--- config.mk ---
export PLATFORM = sky130hd
export DESIGN_NAME = supply_guard
export DESIGN_NICKNAME = d
export VERILOG_FILES = /design/src/rtl/sg_pkg.sv /design/src/rtl/sg_sync.sv /design/src/rtl/sg_recov_timer.sv /design/src/rtl/sg_fsm.sv /design/src/rtl/supply_guard.sv
export SDC_FILE = /design/constraint.sdc
export NUM_CORES = 1
export LEC_CHECK = 0
export BUFFER_PORTS_ARGS = -buffer_cell sky130_fd_sc_hd__buf_2
export CAP_MARGIN = 5
export CELL_PAD_IN_SITES_DETAIL_PLACEMENT = 1
export CELL_PAD_IN_SITES_GLOBAL_PLACEMENT = 2
export CORE_ASPECT_RATIO = 0.8
export CORE_UTILIZATION = 37
export CTS_CLUSTER_SIZE = 20
export DETAILED_ROUTE_END_ITERATION = 8
export GPL_TIMING_DRIVEN = 0
export PLACE_DENSITY_LB_ADDON = 0.1
export RECOVER_POWER = 100
export SLEW_MARGIN = 20
export SYNTH_ARGS = -nofsm -noshare
export SYNTH_HDL_FRONTEND = slang
export SYNTH_SLANG_ARGS = --single-unit
export TNS_END_PERCENT = 50
--- constraint.sdc ---
create_clock -name clk -period 2.45 [get_ports clk]
set_input_delay 0.245 -clock clk [delete_from_list [all_inputs] [get_ports clk]]
set_output_delay 0.245 -clock clk [all_outputs]
set_load 0.02 [all_outputs]
--- src/rtl/sg_pkg.sv ---
package sg_pkg;

  typedef enum logic [2:0] {
    ST_SEALED  = 3'd0,
    ST_NORMAL  = 3'd1,
    ST_PROTECT = 3'd2,
    ST_BATTERY = 3'd3,
    ST_RECOVER = 3'd4
  } guard_state_t;

  // True when the count sits on the final tick of an interval of n ticks.
  function automatic logic is_last_tick(input int cnt, input int n);
    return cnt == (n - 1);
  endfunction

  // Next state from synchronised flags and the recovery expiry event.
  function automatic guard_state_t next_state(input guard_state_t cur,
                                              input logic trip_ok,
                                              input logic sw_ok,
                                              input logic expired);
    guard_state_t nxt;
    nxt = cur;
    case (cur)
      ST_SEALED:  if (trip_ok) nxt = ST_RECOVER;
      ST_NORMAL:  if (!trip_ok) nxt = sw_ok ? ST_PROTECT : ST_BATTERY;
      ST_PROTECT: if (!sw_ok) nxt = ST_BATTERY;
                  else if (trip_ok) nxt = ST_RECOVER;
      ST_BATTERY: if (sw_ok) nxt = trip_ok ? ST_RECOVER : ST_PROTECT;
      ST_RECOVER: if (!trip_ok) nxt = sw_ok ? ST_PROTECT : ST_BATTERY;
                  else if (expired) nxt = ST_NORMAL;
      default:    nxt = ST_SEALED;
    endcase
    return nxt;
  endfunction

endpackage

--- src/rtl/sg_sync.sv ---
module sg_sync #(
  parameter int WIDTH = 3
) (
  input  logic             clk,
  input  logic             rst_n,
  input  logic [WIDTH-1:0] d_a,
  output logic [WIDTH-1:0] q
);
  for (genvar i = 0; i < WIDTH; i++) begin : g_bit
    logic meta, stable;
    always_ff @(posedge clk or negedge rst_n) begin
      if (!rst_n) begin
        meta   <= 1'b0;
        stable <= 1'b0;
      end else begin
        meta   <= d_a[i];
        stable <= meta;
      end
    end
    assign q[i] = stable;
  end
endmodule

--- src/rtl/sg_recov_timer.sv ---
module sg_recov_timer #(
  parameter int TICKS = 125
) (
  input  logic clk,
  input  logic rst_n,
  input  logic run,
  input  logic tick,
  output logic expired
);
  import sg_pkg::*;
  localparam int CW = $clog2(TICKS + 1);

  logic [CW-1:0] cnt;

  assign expired = run && tick && is_last_tick(int'(cnt), TICKS);

  always_ff @(posedge clk or negedge rst_n) begin
    if (!rst_n)        cnt <= '0;
    else if (!run)     cnt <= '0;
    else if (expired)  cnt <= '0;
    else if (tick)     cnt <= cnt + 1'b1;
  end

  // leaving recovery clears the count, so a new recovery starts fresh
  assert_restart_clear_R7: assert property (@(posedge clk) disable iff (!rst_n)
    !run |=> (cnt == '0));
  assert_count_bound_R3: assert property (@(posedge clk) disable iff (!rst_n)
    int'(cnt) < TICKS);
endmodule

--- src/rtl/sg_fsm.sv ---
module sg_fsm (
  input  logic clk,
  input  logic rst_n,
  input  logic trip_ok,
  input  logic sw_ok,
  input  logic expired,
  output logic run,
  output logic wr_lock,
  output logic out_float,
  output logic batt_link,
  output logic mem_ready
);
  import sg_pkg::*;

  guard_state_t state;

  always_ff @(posedge clk or negedge rst_n) begin
    if (!rst_n) state <= ST_SEALED;
    else        state <= next_state(state, trip_ok, sw_ok, expired);
  end

  always_comb begin
    run       = (state == ST_RECOVER);
    mem_ready = (state == ST_NORMAL);
    wr_lock   = !mem_ready;
    out_float = !mem_ready;
    batt_link = (state == ST_BATTERY);
  end

  // a synchronised trip loss locks writes by the next edge
  assert_lock_on_fail_R5: assert property (@(posedge clk) disable iff (!rst_n)
    !trip_ok |=> (wr_lock && out_float && !mem_ready));
  // battery connected only after the switch-over flag was seen low
  assert_batt_low_supply_R6: assert property (@(posedge clk) disable iff (!rst_n)
    batt_link |-> !$past(sw_ok));
  // readiness only follows an expired recovery interval
  assert_ready_after_expiry_R3: assert property (@(posedge clk) disable iff (!rst_n)
    $rose(mem_ready) |-> $past(expired));
  // the sealed state never hands the array to the battery
  assert_seal_no_batt_R2: assert property (@(posedge clk) disable iff (!rst_n)
    (state == ST_SEALED) |=> !batt_link);
endmodule

--- src/rtl/supply_guard.sv ---
module supply_guard #(
  parameter int TRIP_SEL      = 0,
  parameter int RECOVER_TICKS = 125
) (
  input  logic clk,
  input  logic rst_n,
  input  logic tick,
  input  logic trip_hi_a,
  input  logic trip_lo_a,
  input  logic sw_above_a,
  output logic wr_lock,
  output logic out_float,
  output logic batt_link,
  output logic mem_ready
);
  localparam int NFLAG = 3;

  logic [NFLAG-1:0] flags_s;
  logic trip_ok, sw_ok, run, expired;

  sg_sync #(.WIDTH(NFLAG)) u_sync (
    .clk(clk), .rst_n(rst_n),
    .d_a({sw_above_a, trip_lo_a, trip_hi_a}),
    .q(flags_s)
  );

  // the parameter picks which trip comparator is obeyed
  assign trip_ok = (TRIP_SEL == 0) ? flags_s[0] : flags_s[1];
  assign sw_ok   = flags_s[2];

  sg_recov_timer #(.TICKS(RECOVER_TICKS)) u_timer (
    .clk(clk), .rst_n(rst_n), .run(run), .tick(tick), .expired(expired)
  );

  sg_fsm u_fsm (
    .clk(clk), .rst_n(rst_n), .trip_ok(trip_ok), .sw_ok(sw_ok),
    .expired(expired), .run(run), .wr_lock(wr_lock), .out_float(out_float),
    .batt_link(batt_link), .mem_ready(mem_ready)
  );

  // ready means every protective output is released
  assert_ready_released_R4: assert property (@(posedge clk) disable iff (!rst_n)
    mem_ready |-> (!wr_lock && !out_float && !batt_link));
endmodule

Yosys cells after proc, flatten, opt, wreduce, memory -nomap -nowiden
Cells that the tools add are included.
{"block": "totals", "ram_bits": 0, "mem_count": 0, "regBits": 14, "wordCells": 33, "rom_bits": 0, "latchBits": 0, "input_bits": 6}
{"block": "op_classes", "shifts": 0, "add_sub_neg": 1, "n_reduce_logical": 5, "mul": 0, "eq_ne": 9, "div": 0, "n_mux": 12, "n_bitwise": 0, "magnitude_cmp": 0}
{"op": "$mux W3", "n": 7}
{"op": "$mux W7", "n": 3}
{"op": "$pmux W3 S5", "n": 1}
{"op": "$add A7 B1 Y7 const B", "n": 1}
{"op": "$eq A7 B3 Y1 const B", "n": 1}
{"op": "$eq A3 B2 Y1 const B", "n": 2}
{"op": "$ne A3 B3 Y1 const B", "n": 2}
{"op": "$eq A3 B1 Y1 const B", "n": 1}
{"op": "$eq A3 B3 Y1 const B", "n": 1}
{"op": "$logic_not A3 Y1", "n": 1}
{"op": "$reduce_and A3 Y1", "n": 1}
{"op": "$logic_and A1 B1 Y1", "n": 2}
{"op": "$ne A2 B1 Y1 const B", "n": 1}
{"op": "$ne A2 B2 Y1 const B", "n": 1}
{"op": "$logic_not A1 Y1", "n": 1}
{"op": "$mux W1", "n": 1}

Logic depth before layout (Yosys ltp)
Gate-level depths: netlist of the first run.
{"block": "depth", "depth_word": 6, "mapped_depth": 5}

Cells and area by module
Synthesis of the first run repeated with hierarchy kept, for this count alone.
{"block": "unflattened", "cells_unflattened": 79, "area_unflattened_um2": 797.0}
{"mod": "sg_recov_timer", "n_inst": 1, "cells_each": 46, "area_per_inst_um2": 427.9}
{"mod": "sg_fsm", "n_inst": 1, "cells_each": 24, "area_per_inst_um2": 196.4}
{"mod": "sg_sync", "n_inst": 1, "cells_each": 9, "area_per_inst_um2": 172.7}

Least setup slack after synthesis of the first run
No wires, ideal clock.
{"block": "synth_timing", "path_kind": "reg2out", "from": "register u_fsm.state[2]", "to": "output port wr_lock", "stages_incl_launch_ff": 3, "arrival_ns": 1.122, "t_required_ns": 2.205, "n_path_buf": 1, "setup_slack_ns": 1.083, "path_cell_list": "dfrtp_1 -> or3b_1 -> buf_4"}
{"block": "synth_between", "elab_chain_cells": 2}
{"element": "start: declaration", "line_no": "sg_fsm.sv:15", "rtl": "guard_state_t state;"}
{"element": "start signal: assignment", "line_no": "sg_fsm.sv:19", "rtl": "else state <= next_state(state, trip_ok, sw_ok, expired);"}
{"element": "$eq A3 B1 Y1", "line_no": "sg_fsm.sv:24", "rtl": "mem_ready = (state == ST_NORMAL);"}
{"element": "$logic_not A1 Y1"}
{"element": "end: declaration", "line_no": "supply_guard.sv:11", "rtl": "output logic wr_lock,"}
Every way passes these cells.

Worst setup path after layout of the first run
{"block": "layout_timing", "from": "register u_fsm.state[2]", "to": "output port wr_lock"}
{"block": "layout_between", "elab_chain_cells": 2}
{"element": "$eq A3 B1 Y1", "line_no": "sg_fsm.sv:24"}
{"element": "$logic_not A1 Y1", "line_no": "sg_fsm.sv:25", "rtl": "wr_lock = !mem_ready;"}
Every way passes these cells.

==> results of run 1 <==
final timing paths:
| check | from | to | slack, ps | cells after the start |
|---|---|---|---|---|
| max in group asynchronous | rst_n | u_timer.cnt[1] | 1440 | 2 |
| min | sw_above_a | u_sync.g_bit[2].meta | 60 | 1 |
| min in group asynchronous | rst_n | u_fsm.state[2] | 540 | 2 |
| max | u_fsm.state[2] | wr_lock | 730 | 3 |
| min reg2reg | u_sync.g_bit[2].meta | u_sync.g_bit[2].stable | 350 | 0 |
| max reg2reg | u_timer.cnt[0] | u_fsm.state[2] | 820 | 5 |
area by class of cell:
cell class,count,area [µm²]
repair buffers,8,38.79
multi-input cells,44,310.3
flip-flops and latches,14,350.3
well taps,22,27.53
inverters,7,26.28
clock buffers,4,36.28
plain buffers,3,22.52
fillers,210,912.1
cells by family after synthesis:
group	count (synthesis)	synth area share, %
simple gates	18	14.66
mux	1	1.396
fa+ha+maj	2	3.490
compound gates	23	24.78
flops	14	48.87
buf+inv	10	6.805
repair_timing:
action	in CTS	in global routing
setup buffers	0	0
endpoints found under the hold margin	14	0
setup endpoints to repair	0	0
hold buffers	1	0
metal layers:
layer	wire length, µm	up-vias	part of all wire [%]
li1	-	278	-
met1	790	287	50
met2	693	16	44
met3	88	2	5.6
met4	10	0	0.63
met5	0	-	0
cells in the final DEF (no fill, tap or decap), types with 3 or more instances in the layout:
cell	netlist	routed
dfrtp_1	14	14
o31a_1	3	3
clkbuf_1	0	5
clkbuf_4	0	3
nand2_1	4	4
nand3_1	3	3
nor2_1	4	4
o21ai_0	2	5
a311oi_1	4	4
inv_1	6	6
buf_4	3	3
cells in the mapped netlist:
cell type / n / area, µm²
a21oi_1: 2 / 10.01
a311oi_1: 4 / 35.03
a41oi_1: 2 / 17.52
and3b_1: 1 / 8.760
buf_4: 3 / 22.52
dfrtp_1: 14 / 350.3
ha_1: 2 / 25.02
inv_1: 6 / 22.52
inv_2: 1 / 3.750
mux2i_1: 1 / 10.01
nand2_1: 4 / 15.01
nand3_1: 3 / 15.01
nand4_2: 1 / 12.51
nor2_1: 4 / 15.01
nor2b_1: 2 / 12.51
nor3_1: 1 / 5.000
nor3b_2: 1 / 12.51
o211a_1: 1 / 10.01
o211ai_1: 1 / 7.510
o21a_1: 1 / 7.510
o21ai_0: 2 / 10.01
o21ai_1: 3 / 15.01
o22ai_1: 1 / 6.260
o311ai_2: 1 / 16.27
o31a_1: 3 / 26.28
o31ai_1: 1 / 7.510
o41ai_1: 1 / 8.760
or3b_1: 1 / 8.760
flip-flops by register name, summed over array words and instances (netlist names):
register,cells
u_sync.g_bit.meta,2
u_fsm.state,3
u_timer.cnt,7
u_sync.g_bit.stable,2
through the flow:
step                setup slack [ps]  area (µm²)  hold slack (ps)  cells
global route                   605.0       812.0            42.02    102
CTS                            734.4       825.8            56.33    102
floorplan                       1083       716.9           -50.59     68
detailed placement             956.4       779.5            165.8     97
finish                         729.6       812.0            60.85    102
global placement                1018       779.5            161.7     97
power groups by stage:
stage               Clock (mW)  Sequential [mW]  Combinational, mW
floorplan                    0            0.303              0.148
global placement             0            0.317              0.190
detailed placement           0            0.318              0.195
CTS                      0.172            0.314              0.197
global route             0.183            0.325              0.206
finish                   0.169            0.313              0.185
worst register-to-register path, stage by stage, from the launching register on:
cell	delay [ps]
dfrtp_1	450
inv_1	100
ha_1	170
nand2_1	150
o311ai_0	480
o41ai_1	150
==> impl_metrics.py, run 1 <==
metrics = {
    "outcome": {
        "outcome": "complete, no violations",
    },
    "pwr": {
        "p_per_area_nw_per_um2": 821.6,
        "p_seq_share_pct": 46.9,
        "pwr-share-clk_pct": 25.3,
        "p_leak_nw": 0.3452,
        "p_int_mw": 0.4325,
        "p_sw_mw": 0.2346,
        "finalPower_mw": 0.6672,
        "swShare_pct": 35.17,
        "p_comb_share_pct": 27.7,
        "ir_drop_uv": 481.8,
    },
    "timing": {
        "timing.fmax_ghz": 0.5813,
        "finalCritPeriodShare_pct": 70.22,
        "slew-limit-headroom_pct": 49.23,
        "worst_pin_slew_ps": 761.6,
        "final-max-slew-violation-count": 0,
        "finalSetupTns_ps": 0,
        "hold_viol": 0,
        "fin_crit_ps": 1720,
        "rsz0062_at_grt": "false",
        "setup_viol": 0,
        "worst_clock_skew_ps": 1.109,
    },
    "drt": {
        "wire_per_inst_um": 15.51,
        "ant_nets": 0,
        "drtPass1Iterations": 4,
        "drtIter0Drc": 3,
        "vias_per_cell": 5.716,
        "routed_wirelength_mm": 1.582,
        "route.detailed.drc": 0,
        "vias": 583,
    },
    "logic_synthesis": {
        "syn_area_um2": 716.9,
        "syn_area_per_cell_um2": 10.54,
        "ys_ff_latch": 14,
        "synthesis.nets": 76,
        "synthDistinctLibCells": 28,
        "yosysWarnings": 0,
        "syn_inst": 68,
        "synth-seq-area-share_pct": 48.87,
    },
    "clocking": {
        "clock_path_buffers": 2,
        "cts_root_buf": "clkbuf_4",
        "cts_buffers": 3,
        "h-tree-depth": 1,
        "post_cts_resized": 0,
        "clk-insertion-delay-late_ps": 280,
        "cts_sinks": 14,
        "clk_pin_slew_worst_paths_ps": 90,
        "cts_tree": "yes",
    },
    "floorplan": {
        "die_h_um": 41.37,
        "std_cell_rows": 13,
        "die_w_um": 51.22,
        "core_area_um2": 1724,
        "fp.dieArea_um2": 2119,
        "io_pins": 10,
        "start_util_pct": 41.58,
    },
    "setup_path": {
        "worstSetupEndpointType": "output port",
        "crit_required_ps": 2200,
        "critPathLaunchType": "flop",
        "worstPathCellList": "or3b_1, buf_4, clkbuf_1",
        "crit_family": "flip-flops",
        "critPathMaxFanout": 8,
        "cp_slowest_cell": "dfrtp_1",
        "timing.critical_path.arrival_ps": 1480,
        "critical_path_class": "flop to output port",
        "slowest_delay_ps": 460,
        "crit_buf_inv": 2,
    },
    "grt": {
        "grtUsageTotal_pct": 17.42,
        "grt_pass1_wl_mm": 2.518,
        "grt_max_degree": 15,
        "grt.met2_usage_pct": 28.29,
        "grtUsageMet1_pct": 22.30,
        "grt_pass1_vias": 524,
        "top_usage_layer": "met2",
        "grt_overflow_total": 0,
        "antenna_found_initial": 0,
        "grtUsageMet3_pct": 6.522,
    },
    "final_layout": {
        "num_antenna_cells": 0,
        "syn2layout_area_growth_pct": 13.26,
        "fin_util_pct": 47.10,
        "drive_above_1_share_pct": 15.00,
        "nets": 89,
    },
    "placement": {
        "numPortBuffers": 7,
        "gp_congestion": 0.7209,
        "hpwl_mm": 1.124,
    },
    "run": {
        "drv_cap": 0,
    },
    "worst_hold_path": {
        "hold_class": "input pin to flop",
    },
}
Note: power is estimated with default switching activity, not from simulation.
==> inputs of run 2 (changes only) <==
--- a/config.mk
+++ b/config.mk
@@ -10,7 +10,7 @@
 export CELL_PAD_IN_SITES_DETAIL_PLACEMENT = 1
 export CELL_PAD_IN_SITES_GLOBAL_PLACEMENT = 2
 export CORE_ASPECT_RATIO = 0.8
-export CORE_UTILIZATION = 37
+export CORE_UTILIZATION = 31
 export CTS_CLUSTER_SIZE = 20
 export DETAILED_ROUTE_END_ITERATION = 8
 export GPL_TIMING_DRIVEN = 0
==> constraint.sdc (replaced) <==
create_clock -name clk -period 1.4 [get_ports clk]
set_input_delay 0.14 -clock clk [delete_from_list [all_inputs] [get_ports clk]]
set_output_delay 0.14 -clock clk [all_outputs]
set_load 0.02 [all_outputs]
==> impl_metrics.py, run 2 (synthesis gave the netlist of run 1 again) <==
metrics = {
    "floorplan": {
        "die_w_um": 55.77,
        "die_h_um": 45.02,
        "io_pins": 10,
        "start_util_pct": 32.93,
        "fp.dieArea_um2": 2510,
        "core_area_um2": 2177,
        "std_cell_rows": 15,
    },
    "final_layout": {
        "num-fill-cells": 236,
        "fin_cells": 110,
        "syn2layout_area_growth_pct": 27.57,
        "fin_util_pct": 42.01,
        "top_regs": "u_timer.cnt: 7 flops, u_fsm.state: 3 flops",
        "stdcell_area_um2": 914.6,
        "final_common_cell": "dfrtp_1",
        "top_register": "u_timer.cnt",
        "num_antenna_cells": 0,
        "nets": 94,
        "largest_reg_flops": 7,
        "final_cell_mix": "dfrtp_1 (11), inv_1 (6), buf_4 (5)",
        "drive_above_1_share_pct": 30.59,
    },
    "clocking": {
        "clk-insertion-delay-late_ps": 300,
        "cts_tree": "yes",
        "cts_sinks": 14,
        "clk_pin_slew_worst_paths_ps": 100,
        "cts_buffers": 3,
        "cts_root_buf": "clkbuf_4",
        "clock_path_buffers": 2,
        "h-tree-depth": 1,
    },
    "setup_path": {
        "crit_required_ps": 1260,
        "cp_slowest_cell": "dfrtp_2",
        "critical_path_class": "flop to output port",
        "worst-path-stages": 3,
        "critPathMaxFanout": 3,
        "worstSetupEndpointType": "output port",
        "critPathLaunchType": "flop",
        "crit_buf_inv": 2,
        "r2r_cells": 5,
        "path_common_cell": "buf_6",
        "crit_family": "flip-flops",
        "timing.critical_path.arrival_ps": 1360,
        "slowest_delay_ps": 420,
        "worstPathCellList": "or3b_4, buf_6, buf_6",
    },
    "drt": {
        "routed_wirelength_mm": 1.638,
        "drtPass1Iterations": 4,
        "ant_nets": 0,
        "drtIter0Drc": 8,
        "route.detailed.drc": 0,
        "wire_per_inst_um": 14.89,
        "vias": 586,
        "vias_per_cell": 5.327,
    },
    "pwr": {
        "p_comb_share_pct": 40.2,
        "p_sw_mw": 0.4585,
        "swShare_pct": 33.96,
        "p_per_area_nw_per_um2": 1476,
        "p_leak_nw": 0.3848,
        "ir_drop_uv": 793.5,
        "pwr-share-clk_pct": 22.9,
        "p_seq_share_pct": 36.9,
        "finalPower_mw": 1.350,
        "p_int_mw": 0.8916,
    },
    "grt": {
        "grt_max_degree": 15,
        "grtUsageTotal_pct": 14.90,
        "grt_overflow_total": 0,
        "grt_pass1_vias": 544,
        "antenna_found_initial": 0,
        "grt_pass1_wl_mm": 2.787,
    },
    "timing": {
        "rsz0062_at_grt": "true",
        "final-max-slew-violation-count": 0,
        "worst_pin_slew_ps": 763.2,
        "hold_viol": 0,
        "fin_crit_ps": 1505,
        "worst_clock_skew_ps": 13.45,
        "finalCritPeriodShare_pct": 107.5,
        "timing.fmax_ghz": 0.6646,
        "setup_slack_ps": -104.7,
        "setup_viol": 3,
        "slew-limit-headroom_pct": 49.12,
    },
    "worst_hold_path": {
        "hold_class": "input pin to flop",
        "whs_path_depth": 2,
    },
    "outcome": {
        "violations": "negative setup slack",
        "outcome": "complete, but fails checks",
    },
    "placement": {
        "numPortBuffers": 7,
        "gp_congestion": 0.7149,
        "placed_cell_area_um2": 783.3,
        "dpl.cell_count": 100,
        "hpwl_mm": 1.107,
    },
    "run": {
        "drv_cap": 0,
    },
}
-- run 2: layout make-up --
cell class,instances,area [µm²],share of cell area [%]
clock buffers,4,36.28,3.967
repair buffers,13,105.1,11.49
multi-input cells,44,335.3,36.66
inverters,7,26.28,2.873
plain buffers,3,26.28,2.873
flip-flops and latches,14,354.1,38.71
well taps,25,31.28,3.420
-- run 2: per-layer routing --
metal,track usage [%],wire (µm),up-vias
li1,-,-,286
met5,0,0,-
met3,6.017,68,2
met1,22.08,856,287
met4,4.500,14,0
met2,19.52,698,11
-- run 2: power groups by stage --
stage	clock network [mW]	logic (mW)	registers, mW
floorplan	0	0.259	0.529
global placement	0	0.336	0.556
finish	0.309	0.543	0.498
CTS	0.324	0.522	0.499
detailed placement	0	0.345	0.555
global route	0.331	0.599	0.509
-- run 2: timing repair --
action	in CTS	in global routing
gates resized for setup	9	8
hold buffers	3	0
setup endpoints to repair	9	11
hold endpoints to repair	16	0
pin swaps	2	2
buffers inserted	3	0
-- run 2: path summary, 6_finish.rpt --
path	start	end	slack, ps
max	u_fsm.state[2]	wr_lock	-100
min	tick	u_timer.cnt[3]	130
max reg2reg	u_timer.cnt[0]	u_timer.cnt[2]	40
min reg2reg	u_sync.g_bit[2].meta	u_sync.g_bit[2].stable	350
max in group asynchronous	rst_n	u_timer.cnt[1]	450
min in group asynchronous	rst_n	u_fsm.state[1]	410
-- run 2: through the flow --
step / setup WS (ps) / TNS, ps / hold slack, ps
5_1_grt: -137.6 / -655.4 / 136.0
4_1_cts: -112.2 / -229.3 / 124.8
3_3_place_gp: -52.07 / -116.3 / 58.59
6_report: -104.7 / -203.1 / 132.9
3_5_place_dp: -72.47 / -148.5 / 62.59
2_1_floorplan: 130.0 / 0 / -155.6
==> inputs of run 3 (changes only) <==
--- a/config.mk
+++ b/config.mk
@@ -7,15 +7,13 @@
 export LEC_CHECK = 0
 export BUFFER_PORTS_ARGS = -buffer_cell sky130_fd_sc_hd__buf_2
 export CAP_MARGIN = 5
-export CELL_PAD_IN_SITES_DETAIL_PLACEMENT = 1
-export CELL_PAD_IN_SITES_GLOBAL_PLACEMENT = 2
-export CORE_ASPECT_RATIO = 0.8
-export CORE_UTILIZATION = 31
+export CORE_UTILIZATION = 48
 export CTS_CLUSTER_SIZE = 20
 export DETAILED_ROUTE_END_ITERATION = 8
 export GPL_TIMING_DRIVEN = 0
 export PLACE_DENSITY_LB_ADDON = 0.1
 export RECOVER_POWER = 100
+export REMOVE_ABC_BUFFERS = 1
 export SLEW_MARGIN = 20
 export SYNTH_ARGS = -nofsm -noshare
 export SYNTH_HDL_FRONTEND = slang
==> impl_metrics.py, run 3 (synthesis gave the netlist of run 1 again) <==
metrics = {
    "outcome": {
        "outcome": "complete, but fails checks",
        "violations": "negative setup slack",
    },
    "floorplan": {
        "fp.dieArea_um2": 1652,
        "die_w_um": 40.65,
        "core_area_um2": 1350,
        "io_pins": 10,
        "std_cell_rows": 13,
        "start_util_pct": 53.10,
        "die_h_um": 40.65,
    },
    "clocking": {
        "cts_root_buf": "clkbuf_4",
        "h-tree-depth": 1,
        "cts_buffers": 3,
        "cts_tree": "yes",
        "clk-insertion-delay-late_ps": 290,
        "cts_sinks": 14,
        "clock_path_buffers": 2,
        "clk_pin_slew_worst_paths_ps": 90,
    },
    "setup_path": {
        "critical_path_class": "flop to output port",
        "critPathMaxFanout": 3,
        "worstSetupEndpointType": "output port",
        "r2r_slack_ps": 50,
        "cp_slowest_cell": "dfrtp_2",
        "timing.critical_path.arrival_ps": 1280,
        "slowest_delay_ps": 410,
        "worstPathCellList": "or3b_4, buf_2",
        "critPathLaunchType": "flop",
        "crit_required_ps": 1260,
    },
    "grt": {
        "antenna_found_initial": 0,
        "grt_pass1_vias": 462,
        "grt_pass1_wl_mm": 1.911,
        "grt_max_degree": 15,
        "grt_overflow_total": 0,
        "grtUsageTotal_pct": 18.48,
    },
    "timing": {
        "setup_slack_ps": -16.72,
        "slew-limit-headroom_pct": 51.18,
        "timing.fmax_ghz": 0.7059,
        "hold_ws_ps": 194.9,
        "worst_clock_skew_ps": 2.233,
        "worst_pin_slew_ps": 732.3,
        "rsz0062_at_grt": "true",
        "final-max-slew-violation-count": 0,
        "hold_viol": 0,
        "fin_crit_ps": 1417,
        "finalCritPeriodShare_pct": 101.2,
        "setup_viol": 3,
    },
    "placement": {
        "hpwl_um": 825.8,
        "numPortBuffers": 8,
        "gp_congestion": 0.7132,
    },
    "pwr": {
        "pwr-share-clk_pct": 23.5,
        "ir_drop_uv": 954.6,
        "p_seq_share_pct": 39.0,
        "p_per_area_nw_per_um2": 1466,
        "finalPower_mw": 1.280,
        "p_leak_nw": 0.3676,
        "swShare_pct": 33.60,
        "p_int_mw": 0.8501,
        "p_comb_share_pct": 37.5,
        "p_sw_mw": 0.4302,
    },
    "final_layout": {
        "final_cell_mix": "dfrtp_1 (11), buf_2 (6), inv_1 (5), nor2_1 (4), a311oi_1 (4)",
        "top_register": "u_timer.cnt",
        "final_common_cell": "dfrtp_1",
        "top_regs": "u_timer.cnt: 7 flops, u_fsm.state: 3 flops",
        "syn2layout_area_growth_pct": 21.81,
        "drive_above_1_share_pct": 30.12,
        "nets": 92,
        "num_antenna_cells": 0,
        "largest_reg_flops": 7,
    },
    "drt": {
        "vias_per_cell": 5.857,
        "ant_nets": 0,
        "route.detailed.drc": 0,
        "drtIter0Drc": 8,
        "routed_wirelength_mm": 1.327,
        "vias": 574,
        "drtPass1Iterations": 4,
        "wire_per_inst_um": 13.54,
    },
    "worst_hold_path": {
        "hold_class": "input pin to flop",
    },
    "run": {
        "drv_cap": 0,
    },
}
-- run 3: worst paths after layout --
kind,end,from,cells past startpoint
worst min-delay path,u_timer.cnt[2],tick,2
worst max register to register,u_fsm.state[0],u_timer.cnt[0],5
max in group asynchronous,u_timer.cnt[2],rst_n,2
worst max-delay path,out_float,u_fsm.state[2],2
worst min register to register,u_sync.g_bit[2].stable,u_sync.g_bit[2].meta,0
min in group asynchronous,u_fsm.state[1],rst_n,2
-- run 3: metal layers --
metal | wire, µm | vias up | global-route usage [%]
li1 | - | 286 | -
met1 | 660 | 272 | 24.48
met2 | 578 | 11 | 26.19
met3 | 51 | 5 | 4.891
met4 | 37 | 0 | 12.50
met5 | 0 | - | 0
-- run 3: what timing repair did --
action | 4_1_cts | 5_1_grt
endpoints found under the hold margin | 16 | 0
endpoints found under the setup margin | 7 | 9
pin swaps | 1 | 3
gates resized for setup | 7 | 6
setup buffers | 3 | 0
hold buffers | 3 | 0
-- run 3: worst max-delay path, delay by kind of cell (launching register included) --
family                 cells  cell delay (ps)
buffers and inverters      1              170
DFF                        1              410
and+or+nand+nor            1              400
-- run 3: per-stage QoR --
step	worst slack, ps	cells	setup TNS (ps)	utilization, %	instance area, µm²
global route	-52.31	98	-200.7	64.69	873.3
detailed placement	-1.062	88	-1.062	55.79	753.2
finish	-16.72	98	-47.67	64.69	873.3
CTS	-10.99	98	-31.21	63.39	855.8
floorplan	46.21	65	0	-	694.4
global placement	2.553	88	0	55.79	753.2
-- run 3: layout make-up --
cell class / instances / area [µm²]
well taps: 15 / 18.77
clock buffers: 4 / 36.28
flip-flops and latches: 14 / 354.1
multi-input cells: 44 / 340.3
repair buffers: 14 / 97.59
inverters: 7 / 26.28
fillers: 109 / 476.7
-- run 3: power by group through the flow --
stage	sequential [mW]	clock [mW]	combinational, mW
6_report	0.499	0.301	0.480
5_1_grt	0.507	0.317	0.532
4_1_cts	0.498	0.297	0.467
3_5_place_dp	0.549	0	0.318
3_3_place_gp	0.549	0	0.313
2_1_floorplan	0.529	0	0.240
